--- config.mk ---
export PLATFORM = sky130hd
export DESIGN_NAME = loopback_code_detector
export DESIGN_NICKNAME = d
export VERILOG_FILES = /design/src/rtl/lcd_pkg.sv /design/src/rtl/lcd_code_lane.sv /design/src/rtl/lcd_flag_arbiter.sv /design/src/rtl/loopback_code_detector.sv
export SDC_FILE = /design/constraint.sdc
export NUM_CORES = 1
export LEC_CHECK = 0
export BUFFER_PORTS_ARGS = -buffer_cell sky130_fd_sc_hd__buf_2
export CORE_ASPECT_RATIO = 0.6
export CORE_UTILIZATION = 30
export CTS_BUF_LIST = sky130_fd_sc_hd__clkbuf_4 sky130_fd_sc_hd__clkbuf_8
export CTS_CLUSTER_DIAMETER = 40
export DETAILED_ROUTE_END_ITERATION = 10
export MAX_ROUTING_LAYER = met4
export SKIP_CTS_REPAIR_TIMING = 1
export SLEW_MARGIN = 20
export SYNTH_ARGS = -nofsm -noshare
export SYNTH_HDL_FRONTEND = slang
export SYNTH_SLANG_ARGS = --single-unit
export TNS_END_PERCENT = 10
--- constraint.sdc ---
create_clock -name clk -period 4.8 [get_ports clk]
set_input_delay 0.48 -clock clk [delete_from_list [all_inputs] [get_ports clk]]
set_output_delay 0.48 -clock clk [all_outputs]
set_load 0.03 [all_outputs]
--- src/rtl/lcd_pkg.sv ---
// Package: shared constants and helpers for the loopback code detector.
// Assumes: code periods are fixed by the line standard; everything else is a parameter.
package lcd_pkg;
    localparam int UP_PERIOD   = 5;   // 00001 repeating
    localparam int DOWN_PERIOD = 3;   // 001 repeating

    // Integer ceiling division used to turn a bit count into a block count.
    function automatic int ceil_div(input int num, input int den);
        return (num + den - 1) / den;
    endfunction
endpackage

--- src/rtl/lcd_code_lane.sv ---
// Module: one checking lane for one code period, framed or unframed.
// It compares each taken bit with the bit one period earlier and counts mismatches
// and ones over fixed blocks. It keeps a saturating run of good blocks and reports a
// hit while that run has reached NEED_BLOCKS.
// Assumes: blocks are aligned to reset; the framed lane skips marker bits.
module lcd_code_lane #(
    parameter int PERIOD      = 5,
    parameter bit FRAMED      = 1'b0,
    parameter int BLOCK_BITS  = 1000,
    parameter int MAX_ERR     = 8,
    parameter int NEED_BLOCKS = 75
) (
    input  logic clk,
    input  logic rst_n,
    input  logic bit_i,
    input  logic vld_i,
    input  logic frm_i,
    output logic hit_o
);
    localparam int PW = $clog2(PERIOD + 1);
    localparam int CW = $clog2(BLOCK_BITS);
    localparam int EW = $clog2(BLOCK_BITS + 1);
    localparam int GW = $clog2(NEED_BLOCKS + 1);

    logic [PERIOD-1:0] hist;
    logic [PW-1:0]     prime_cnt;
    logic [CW-1:0]     blk_cnt;
    logic [EW-1:0]     err_cnt, ones_cnt, err_next, ones_next;
    logic [GW-1:0]     good_cnt;
    logic              acc, primed, mismatch, blk_last, blk_good;
    logic [31:0]       dens;

    // Decide whether this strobe is a bit this lane takes.
    always_comb acc = vld_i && !(FRAMED && frm_i);

    // Score the incoming bit and judge the block when it closes.
    always_comb begin
        primed    = (prime_cnt == PW'(PERIOD));
        mismatch  = primed && (bit_i != hist[PERIOD-1]);
        err_next  = err_cnt + EW'(mismatch);
        ones_next = ones_cnt + EW'(bit_i);
        blk_last  = (blk_cnt == CW'(BLOCK_BITS - 1));
        dens      = 32'(ones_next) * 32'(2 * PERIOD);
        blk_good  = (32'(err_next) <= 32'(MAX_ERR)) &&
                    (dens >= 32'(BLOCK_BITS)) && (dens <= 32'(3 * BLOCK_BITS));
    end

    // Advance history, block counters and the good-block run on each taken bit.
    always_ff @(posedge clk) begin
        if (!rst_n) begin
            hist      <= '0;
            prime_cnt <= '0;
            blk_cnt   <= '0;
            err_cnt   <= '0;
            ones_cnt  <= '0;
            good_cnt  <= '0;
        end else if (acc) begin
            hist <= {hist[PERIOD-2:0], bit_i};
            if (!primed) prime_cnt <= prime_cnt + 1'b1;
            if (blk_last) begin
                blk_cnt  <= '0;
                err_cnt  <= '0;
                ones_cnt <= '0;
                if (!blk_good)
                    good_cnt <= '0;
                else if (good_cnt != GW'(NEED_BLOCKS))
                    good_cnt <= good_cnt + 1'b1;
            end else begin
                blk_cnt  <= blk_cnt + 1'b1;
                err_cnt  <= err_next;
                ones_cnt <= ones_next;
            end
        end
    end

    // Report the hit while the run of good blocks is complete.
    always_comb hit_o = (good_cnt == GW'(NEED_BLOCKS));

    AST_BAD_BLOCK_CLEARS: assert property (@(posedge clk) disable iff (!rst_n)
        (acc && blk_last && !blk_good) |=> (good_cnt == '0));
    AST_IDLE_FREEZE: assert property (@(posedge clk) disable iff (!rst_n)
        (!acc) |=> $stable(good_cnt));
    AST_HIT_AFTER_BIT: assert property (@(posedge clk) disable iff (!rst_n)
        $rose(hit_o) |-> $past(acc));
endmodule

--- src/rtl/lcd_flag_arbiter.sv ---
// Module: turns the per-code hits into two exclusive status flags.
// A newly rising hit claims its flag and clears the other one. If both rise at once,
// the loop-down flag wins. A flag falls as soon as its hit is gone.
// Assumes: hits come straight from lane registers.
module lcd_flag_arbiter (
    input  logic clk,
    input  logic rst_n,
    input  logic up_hit,
    input  logic down_hit,
    output logic up_flag,
    output logic down_flag
);
    logic up_hit_q, down_hit_q, up_rise, down_rise;

    // Find fresh detections.
    always_comb begin
        up_rise   = up_hit && !up_hit_q;
        down_rise = down_hit && !down_hit_q;
    end

    // Remember last cycle's hits for edge detection.
    always_ff @(posedge clk) begin
        if (!rst_n) begin
            up_hit_q   <= 1'b0;
            down_hit_q <= 1'b0;
        end else begin
            up_hit_q   <= up_hit;
            down_hit_q <= down_hit;
        end
    end

    // Update flags: newest detection wins, lost codes drop.
    always_ff @(posedge clk) begin
        if (!rst_n) begin
            up_flag   <= 1'b0;
            down_flag <= 1'b0;
        end else if (down_rise) begin
            down_flag <= 1'b1;
            up_flag   <= 1'b0;
        end else if (up_rise) begin
            up_flag   <= 1'b1;
            down_flag <= 1'b0;
        end else begin
            if (!up_hit)   up_flag   <= 1'b0;
            if (!down_hit) down_flag <= 1'b0;
        end
    end

    AST_FLAGS_EXCLUSIVE: assert property (@(posedge clk) disable iff (!rst_n)
        !(up_flag && down_flag));
    AST_NEWER_WINS: assert property (@(posedge clk) disable iff (!rst_n)
        down_rise |=> (down_flag && !up_flag));
    AST_FLAG_BACKED: assert property (@(posedge clk) disable iff (!rst_n)
        up_flag |-> up_hit_q);
endmodule

--- src/rtl/loopback_code_detector.sv ---
// Module: top of the loopback code detector.
// It builds four lanes (two codes, each framed and unframed), merges the lanes per code
// and arbitrates the two status flags.
// Assumes: one bit per rx_bit_vld strobe; persistence is rounded up to whole blocks.
module loopback_code_detector #(
    parameter int PERSIST_BITS = 74112,
    parameter int BLOCK_BITS   = 1000,
    parameter int MAX_ERR      = 8
) (
    input  logic clk,
    input  logic rst_n,
    input  logic rx_bit,
    input  logic rx_bit_vld,
    input  logic rx_frm_bit,
    output logic loop_up_det,
    output logic loop_down_det
);
    import lcd_pkg::*;

    localparam int NEED_BLOCKS = ceil_div(PERSIST_BITS, BLOCK_BITS);
    localparam int NUM_LANES   = 4;

    logic [NUM_LANES-1:0] lane_hit;
    logic                 up_hit, down_hit;

    // Lanes 0,1 check the loop-up code; lanes 2,3 the loop-down code; odd lanes are framed.
    for (genvar g = 0; g < NUM_LANES; g++) begin : g_lane
        localparam int LANE_PERIOD = (g < 2) ? UP_PERIOD : DOWN_PERIOD;
        localparam bit LANE_FRAMED = (g % 2) == 1;
        lcd_code_lane #(
            .PERIOD     (LANE_PERIOD),
            .FRAMED     (LANE_FRAMED),
            .BLOCK_BITS (BLOCK_BITS),
            .MAX_ERR    (MAX_ERR),
            .NEED_BLOCKS(NEED_BLOCKS)
        ) u_lane (
            .clk  (clk),
            .rst_n(rst_n),
            .bit_i(rx_bit),
            .vld_i(rx_bit_vld),
            .frm_i(rx_frm_bit),
            .hit_o(lane_hit[g])
        );
    end

    // Either lane of a code may satisfy detection.
    always_comb begin
        up_hit   = |lane_hit[1:0];
        down_hit = |lane_hit[3:2];
    end

    lcd_flag_arbiter u_arb (
        .clk      (clk),
        .rst_n    (rst_n),
        .up_hit   (up_hit),
        .down_hit (down_hit),
        .up_flag  (loop_up_det),
        .down_flag(loop_down_det)
    );
endmodule

==> Word level (Yosys, flattened, before mapping) <==
Cells that the tools add are included.
{ "op_classes": {"n_reduce_logical": 29, "multipliers": 4, "add_sub_neg": 20, "div_mod_pow": 0, "muxes": 25, "eq_ne": 26, "n_bitwise": 5, "magnitude_cmp": 12, "shift": 0} }
{ "op_table": {"columns": ["operator", "count"], "rows": [
  ["10-bit two-way mux", 12],
  ["10-bit by 1-bit adder with 10-bit output", 8],
  ["7-bit two-way mux", 8],
  ["10-bit by 1-bit adder with 10-bit output (second input constant)", 4],
  ["10-bit == test (second input constant)", 4],
  ["10-bit by 4-bit <= comparator with 1-bit output (second input constant)", 4],
  ["7-bit by 1-bit adder with 7-bit output (second input constant)", 4],
  ["7-bit == test (second input constant)", 4],
  ["14-bit by 10-bit greater-or-equal comparator with 1-bit output (second input constant)", 2],
  ["14-bit by 12-bit <= comparator with 1-bit output (second input constant)", 2],
  ["7-bit inequality test (second input constant)", 4],
  ["13-bit by 10-bit greater-or-equal comparator with 1-bit output (second input constant)", 2],
  ["13-bit by 12-bit <= comparator with 1-bit output (second input constant)", 2],
  ["10-bit by 3-bit multiplier with 13-bit output (second input constant)", 2],
  ["10-bit by 2-bit multiplier with 12-bit output (second input constant)", 2],
  ["1-bit logical AND", 15],
  ["3-bit AND reduction", 4],
  ["2-bit inequality test (second input constant)", 5],
  ["2-bit AND reduction", 4],
  ["3-bit by 1-bit adder with 3-bit output (second input constant)", 2],
  ["3-bit == test (second input constant)", 2],
  ["2-bit OR reduction", 3],
  ["1-bit two-way mux", 5],
  ["1-bit inverter", 5],
  ["other kinds (5)", 12]
]} }
{ "word_totals": {"out_inout_bits": 2, "latch_bits": 0, "mem_bits_rw": 0, "register_bits": 178, "in_bits": 5, "memories": 0, "rom_bits": 0, "wordCells": 149} }

==> Depth between registers and ports, before layout <==
{ "logic_depth": {"word_depth": 8, "depth_mapped": 18, "mapped_depth_nobuf": 18} }

==> Cells and area by module <==
Synthesis repeated with hierarchy kept, for this count alone.
{ "hier_totals": {"cells_unflattened": 1557, "hier_area_um2": 12593.3} }
{ "by_module_without_submodules": {"columns": ["module", "area_per_inst_um2", "cells_each", "instances"], "rows": [
  ["lcd_code_lane at g_lane[2].u_lane", 3318.2, 414, 1],
  ["lcd_code_lane at g_lane[3].u_lane", 3108.0, 399, 1],
  ["lcd_code_lane at g_lane[1].u_lane", 3020.4, 370, 1],
  ["lcd_code_lane at g_lane[0].u_lane", 3006.6, 360, 1],
  ["lcd_flag_arbiter", 127.6, 12, 1],
  ["loopback_code_detector", 12.5, 2, 1]
]} }

==> Least setup slack after synthesis <==
Ideal clock, no wire load.
{ "synth_path": {"path_kind": "input to register", "startpoint": "input rx_bit", "endpoint": "register g_lane[3].u_lane.good_cnt[1]", "slack_ps": 896, "t_required_ps": 4721, "n_path_buf": 1, "cell_stages": 15, "t_arrival_ps": 3825, "setup_ps": 79, "path_cell_list": "ha_1 -> ha_1 -> clkbuf_1 -> and3_1 -> and3_1 -> and3_1 -> xor2_1 -> ha_1 -> a21oi_1 -> o21ai_0 -> a2111oi_0 -> o2111ai_1 -> or2_2 -> or3_4 -> o221ai_2"} }
{ "synth_via": {"elab_chain_cells": 8, "elab_cells_between_ends": 13, "cone_classes": "2 x add/sub; 1 x mul; 3 x order compare; 2 x eq/ne; 1 x mux; 4 x reduce/logical"} }
{ "synth_rtl": {"columns": ["item", "line_no", "text"], "rows": [
  ["from (decl)", "loopback_code_detector.sv:12", "input logic rx_bit,"],
  ["branches (longest 5 deep; another with 13-bit by 10-bit greater-or-equal comparator with 1-bit output)", null, null],
  ["1-bit logical AND *", "lcd_code_lane.sv:45", "(dens >= 32'(BLOCK_BITS)) && (dens <= 32'(3 * BLOCK_BITS));"],
  ["2-bit inequality test (no source line)", null, null],
  ["3-bit AND reduction (no source line)", null, null],
  ["to (signal assigned)", "lcd_code_lane.sv:67", "good_cnt <= good_cnt + 1'b1;"],
  ["to (decl)", "lcd_code_lane.sv:29", "logic [GW-1:0] good_cnt;"]
]} }
Mark *: on every way between the ends.
A chain may end at the register's enable or synchronous reset.

==> Worst setup path after layout <==
{ "layout_path": {"startpoint": "register g_lane[3].u_lane.ones_cnt[0]", "endpoint": "register g_lane[3].u_lane.good_cnt[1]"} }
{ "layout_via": {"elab_chain_cells": 7, "elab_cells_between_ends": 9, "cone_classes": "1 x add/sub; 1 x mul; 2 x order compare; 1 x eq/ne; 1 x mux; 3 x reduce/logical"} }
{ "layout_rtl": {"columns": ["item", "line_no", "text"], "rows": [
  ["from (decl)", "lcd_code_lane.sv:28", "logic [EW-1:0] err_cnt, ones_cnt, err_next, ones_next;"],
  ["from (signal assigned)", "lcd_code_lane.sv:71", "ones_cnt <= ones_next;"],
  ["10-bit by 1-bit adder with 10-bit output *", "lcd_code_lane.sv:41", "ones_next = ones_cnt + EW'(bit_i);"],
  ["10-bit by 2-bit multiplier with 12-bit output *", "lcd_code_lane.sv:43", "dens = 32'(ones_next) * 32'(2 * PERIOD);"],
  ["13-bit by 10-bit greater-or-equal comparator with 1-bit output", "lcd_code_lane.sv:45", null],
  ["1-bit logical AND", "lcd_code_lane.sv:44", "blk_good = (32'(err_next) <= 32'(MAX_ERR)) &&"],
  ["1-bit logical AND *", "lcd_code_lane.sv:45", null],
  ["2-bit inequality test (no source line)", null, null],
  ["3-bit AND reduction (no source line)", null, null]
]} }
Every way passes the cells marked *; elsewhere a longest branch is shown, timed or not.

==> results.md <==
- YS warnings: 0
- Slew Limit Headroom: 0.385
- Fin crit period: 4.17 ns
- Clk buf depth: 2
- Total clock sinks: 172
- PD cells: 227 nW/µm²
- Crit path capture type: flip-flop
- Antenna Cells: 0
- Average cell area after synthesis: 7.85 µm²
- Final Hold Viols: 0
- Post-synth EDFFs: 0
- Stages on the worst setup path: 14
- CP max stage cell: or2_2
- Detailed Route Iter0 Violations: 715
- Critical-path cell list: ha_1 > ha_1 > and3_1 > and3_1 > and3_1 > xor2_1 > ha_1 > a21oi_1 > o21ai_0 > a2111oi_0 > o2111ai_1 > or2_2 > or3_4 > o221ai_2
- Result of the run: completed
- Layout area overhead: 8.38%
- FP Rows: 54
- Design area: 12,100 µm²
- Reg area: 3440 µm²
- Core Area: 36,400 µm²
- Worst EP required: 5.23 ns
- H-tree depth: 4
- Multi-input logic area: 7300 µm²
- TritonCTS Buffers: 17
- Fillers: 3,786
- Final nets: 1,487
- HP Class: primary input to flip-flop
- Crit path DAT: 4.59 ns
- Worst reg2reg path depth: 14
- Maxcap violations: 0
- GRT Total Usage: 0.141
- Layout cells sized above 1: 0.0546
- Setup WS post-layout: 0.632 ns
- Final antenna-violating net count: 0
- Die Ht: 151 µm
- Port Buf Inserts: 6
- Starting Density: 0.306
- VDD IR max: 0.156 mV
- Syn_nets: 1,507
- Cell variety after synth: 75
- Fin util: 0.331
- Largest net degree at the start of global routing: 61
- Worst R2R Start: g_lane[3].u_lane.ones_cnt[0]
- Dpl cells: 1,855
- Final setup fails: 0
- Reg2Reg Setup Slack: 0.63 ns
- Worst Hold Depth: 4
- Leakage: 4.78 nW
- FF+latch count, synth: 172
- Path type of the worst setup path: flip-flop to flip-flop
- Critical path's top delay family: simple AND/OR/NAND/NOR gates
- Post-synth ARST share: 0
- CTS tree: done
- Biggest cell delay along the critical path: 0.42 ns
- Die area: 37,900 µm²
- Worst-path fanout max: 8
- Worst setup path start: g_lane[3].u_lane.ones_cnt[0]
- Post-Syn Area: 11,100 µm²
- DRC viols: 0
- Dpl cell area: 11,600 µm²
- Antenna violations before repair: 0
- Overall power: 2.74 mW
- Root Buffer: clkbuf_8
- Final period util: 0.868
- Number of vias per cell: 5.10
- Final hold slack: 0.435 ns
- Grt total ovfl: 0
- Vias in the first global route: 8,644
- First-pass GRT wire length: 42,800 µm
- Mapped Cells: 1,418
- Fmax: 240 MHz
- Post-Route WL: 25,200 µm
- RSZ-0062 raised after global routing: false
- Die width: 251 µm
- Setup Skew: 0.0169 ns
- RePlAce Congestion: 0.814
- Worst Path Buf+Inv: 0
- Slew Limit Fails: 0
- DR vias: 9,618
- Detailed placer's ending HPWL: 17,900 µm
- Hold_sp: rx_frm_bit
- Clk slew on worst S/H paths: 0.10 ns
- Startpoint Class: flip-flop
- First-pass DRT Iterations: 5
- Drt wl/cell: 13.4 µm
- Place WS: 0.334 ns
- Setup tns final: 0 ns
- Final cell count without fillers: 1,887
- IO Pins: 7
- Top FF cell, synth: dfxtp_1
- Worst-Margin Slew: 0.899 ns
- Skew-Pair Late Insertion Delay: 0.50 ns
- Post-synthesis sequential area ratio: 0.309
## sequential cells by signal, indices dropped and copies added, names as in the netlist
name,cells
g_lane.u_lane.ones_cnt,40
g_lane.u_lane.blk_cnt,40
g_lane.u_lane.prime_cnt,10
u_arb.down_hit_q,1
u_arb.up_flag,1
g_lane.u_lane.good_cnt,28
g_lane.u_lane.hist,10
g_lane.u_lane.err_cnt,40
u_arb.down_flag,1
u_arb.up_hit_q,1
## Yosys cell counts (19+ instances only)
cell type / n / area share
o21ai_0: 54 / 0.024
nand4_1: 19 / 0.011
nand2_1: 154 / 0.052
xnor2_1: 57 / 0.045
nand2b_1: 21 / 0.012
xor2_1: 60 / 0.047
dfxtp_1: 172 / 0.31
and3_1: 32 / 0.018
nand3_1: 92 / 0.041
nor2_1: 163 / 0.055
nor4_1: 23 / 0.013
nor3_1: 39 / 0.018
ha_1: 80 / 0.090
inv_1: 41 / 0.014
a21oi_1: 107 / 0.048
clkbuf_1: 55 / 0.019
## worst paths after layout
path                                   to
max          g_lane[3].u_lane.good_cnt[1]
min reg2reg      g_lane[1].u_lane.hist[2]
max reg2reg  g_lane[3].u_lane.good_cnt[1]
min              g_lane[1].u_lane.hist[2]
## worst min-delay path, cell delays in order
cell     delay [ns]
buf_2          0.12
nor2b_4        0.13
nand2_1        0.10
a21oi_1        0.05
## cell usage in the layout (no fill, tap or decap), types with 11 or more instances in the layout
cell type  netlist  layout
a21o_1          11      11
a21oi_1        107     107
a22oi_1         13      13
and3_1          32      32
and4_1          14      14
buf_4            0      15
clkbuf_8         0      18
dfxtp_1        172     172
ha_1            80      80
inv_1           41      40
mux2i_1         17      17
nand2_1        154     154
nand2b_1        21      20
nand3_1         92      92
nand4_1         19      19
nor2_1         163     163
nor2b_1         17      16
nor3_1          39      39
nor3b_1         15      15
nor4_1          23      23
o21ai_0         54      54
or3_1           17      17
xnor2_1         57      57
xor2_1          60      60
## power breakdown
part / switching (mW) / internal (mW) / leakage [nW]
registers: 0.0150 / 1.44 / 1.39
clock network: 0.594 / 0.541 / 0.218
logic: 0.0996 / 0.0449 / 3.17
total: 0.708 / 2.03 / 4.78
## final cells by class
type	count	share of cell area
multi-input combinational	1145	0.605
sequential	172	0.285
tap	476	0.0493
clock buffer	18	0.0205
clock inverter	14	0.0151
inverter	41	0.0130
timing repair buffer	21	0.0118
## per-layer routing
layer | track usage | share of wire | wire length [µm]
met1 | 0.211 | 0.58 | 14600
met2 | 0.185 | 0.37 | 9410
met3 | 0.0337 | 0.041 | 1030
met4 | 0.0276 | 0.0075 | 188
met5 | - | 0 | 0
## logic make-up (layout without fill, tap and decap cells)
kind of cell / Yosys count / after routing / synth area share
simple gates: 648 / 648 / 0.289
compound gates: 275 / 275 / 0.158
flops: 172 / 172 / 0.309
xor+xnor: 117 / 117 / 0.0920
buf+inv: 101 / 94 / 0.0361
fa+ha+maj: 85 / 85 / 0.0980
mux: 20 / 20 / 0.0186
No activity file was read; power rests on OpenSTA's default activity.
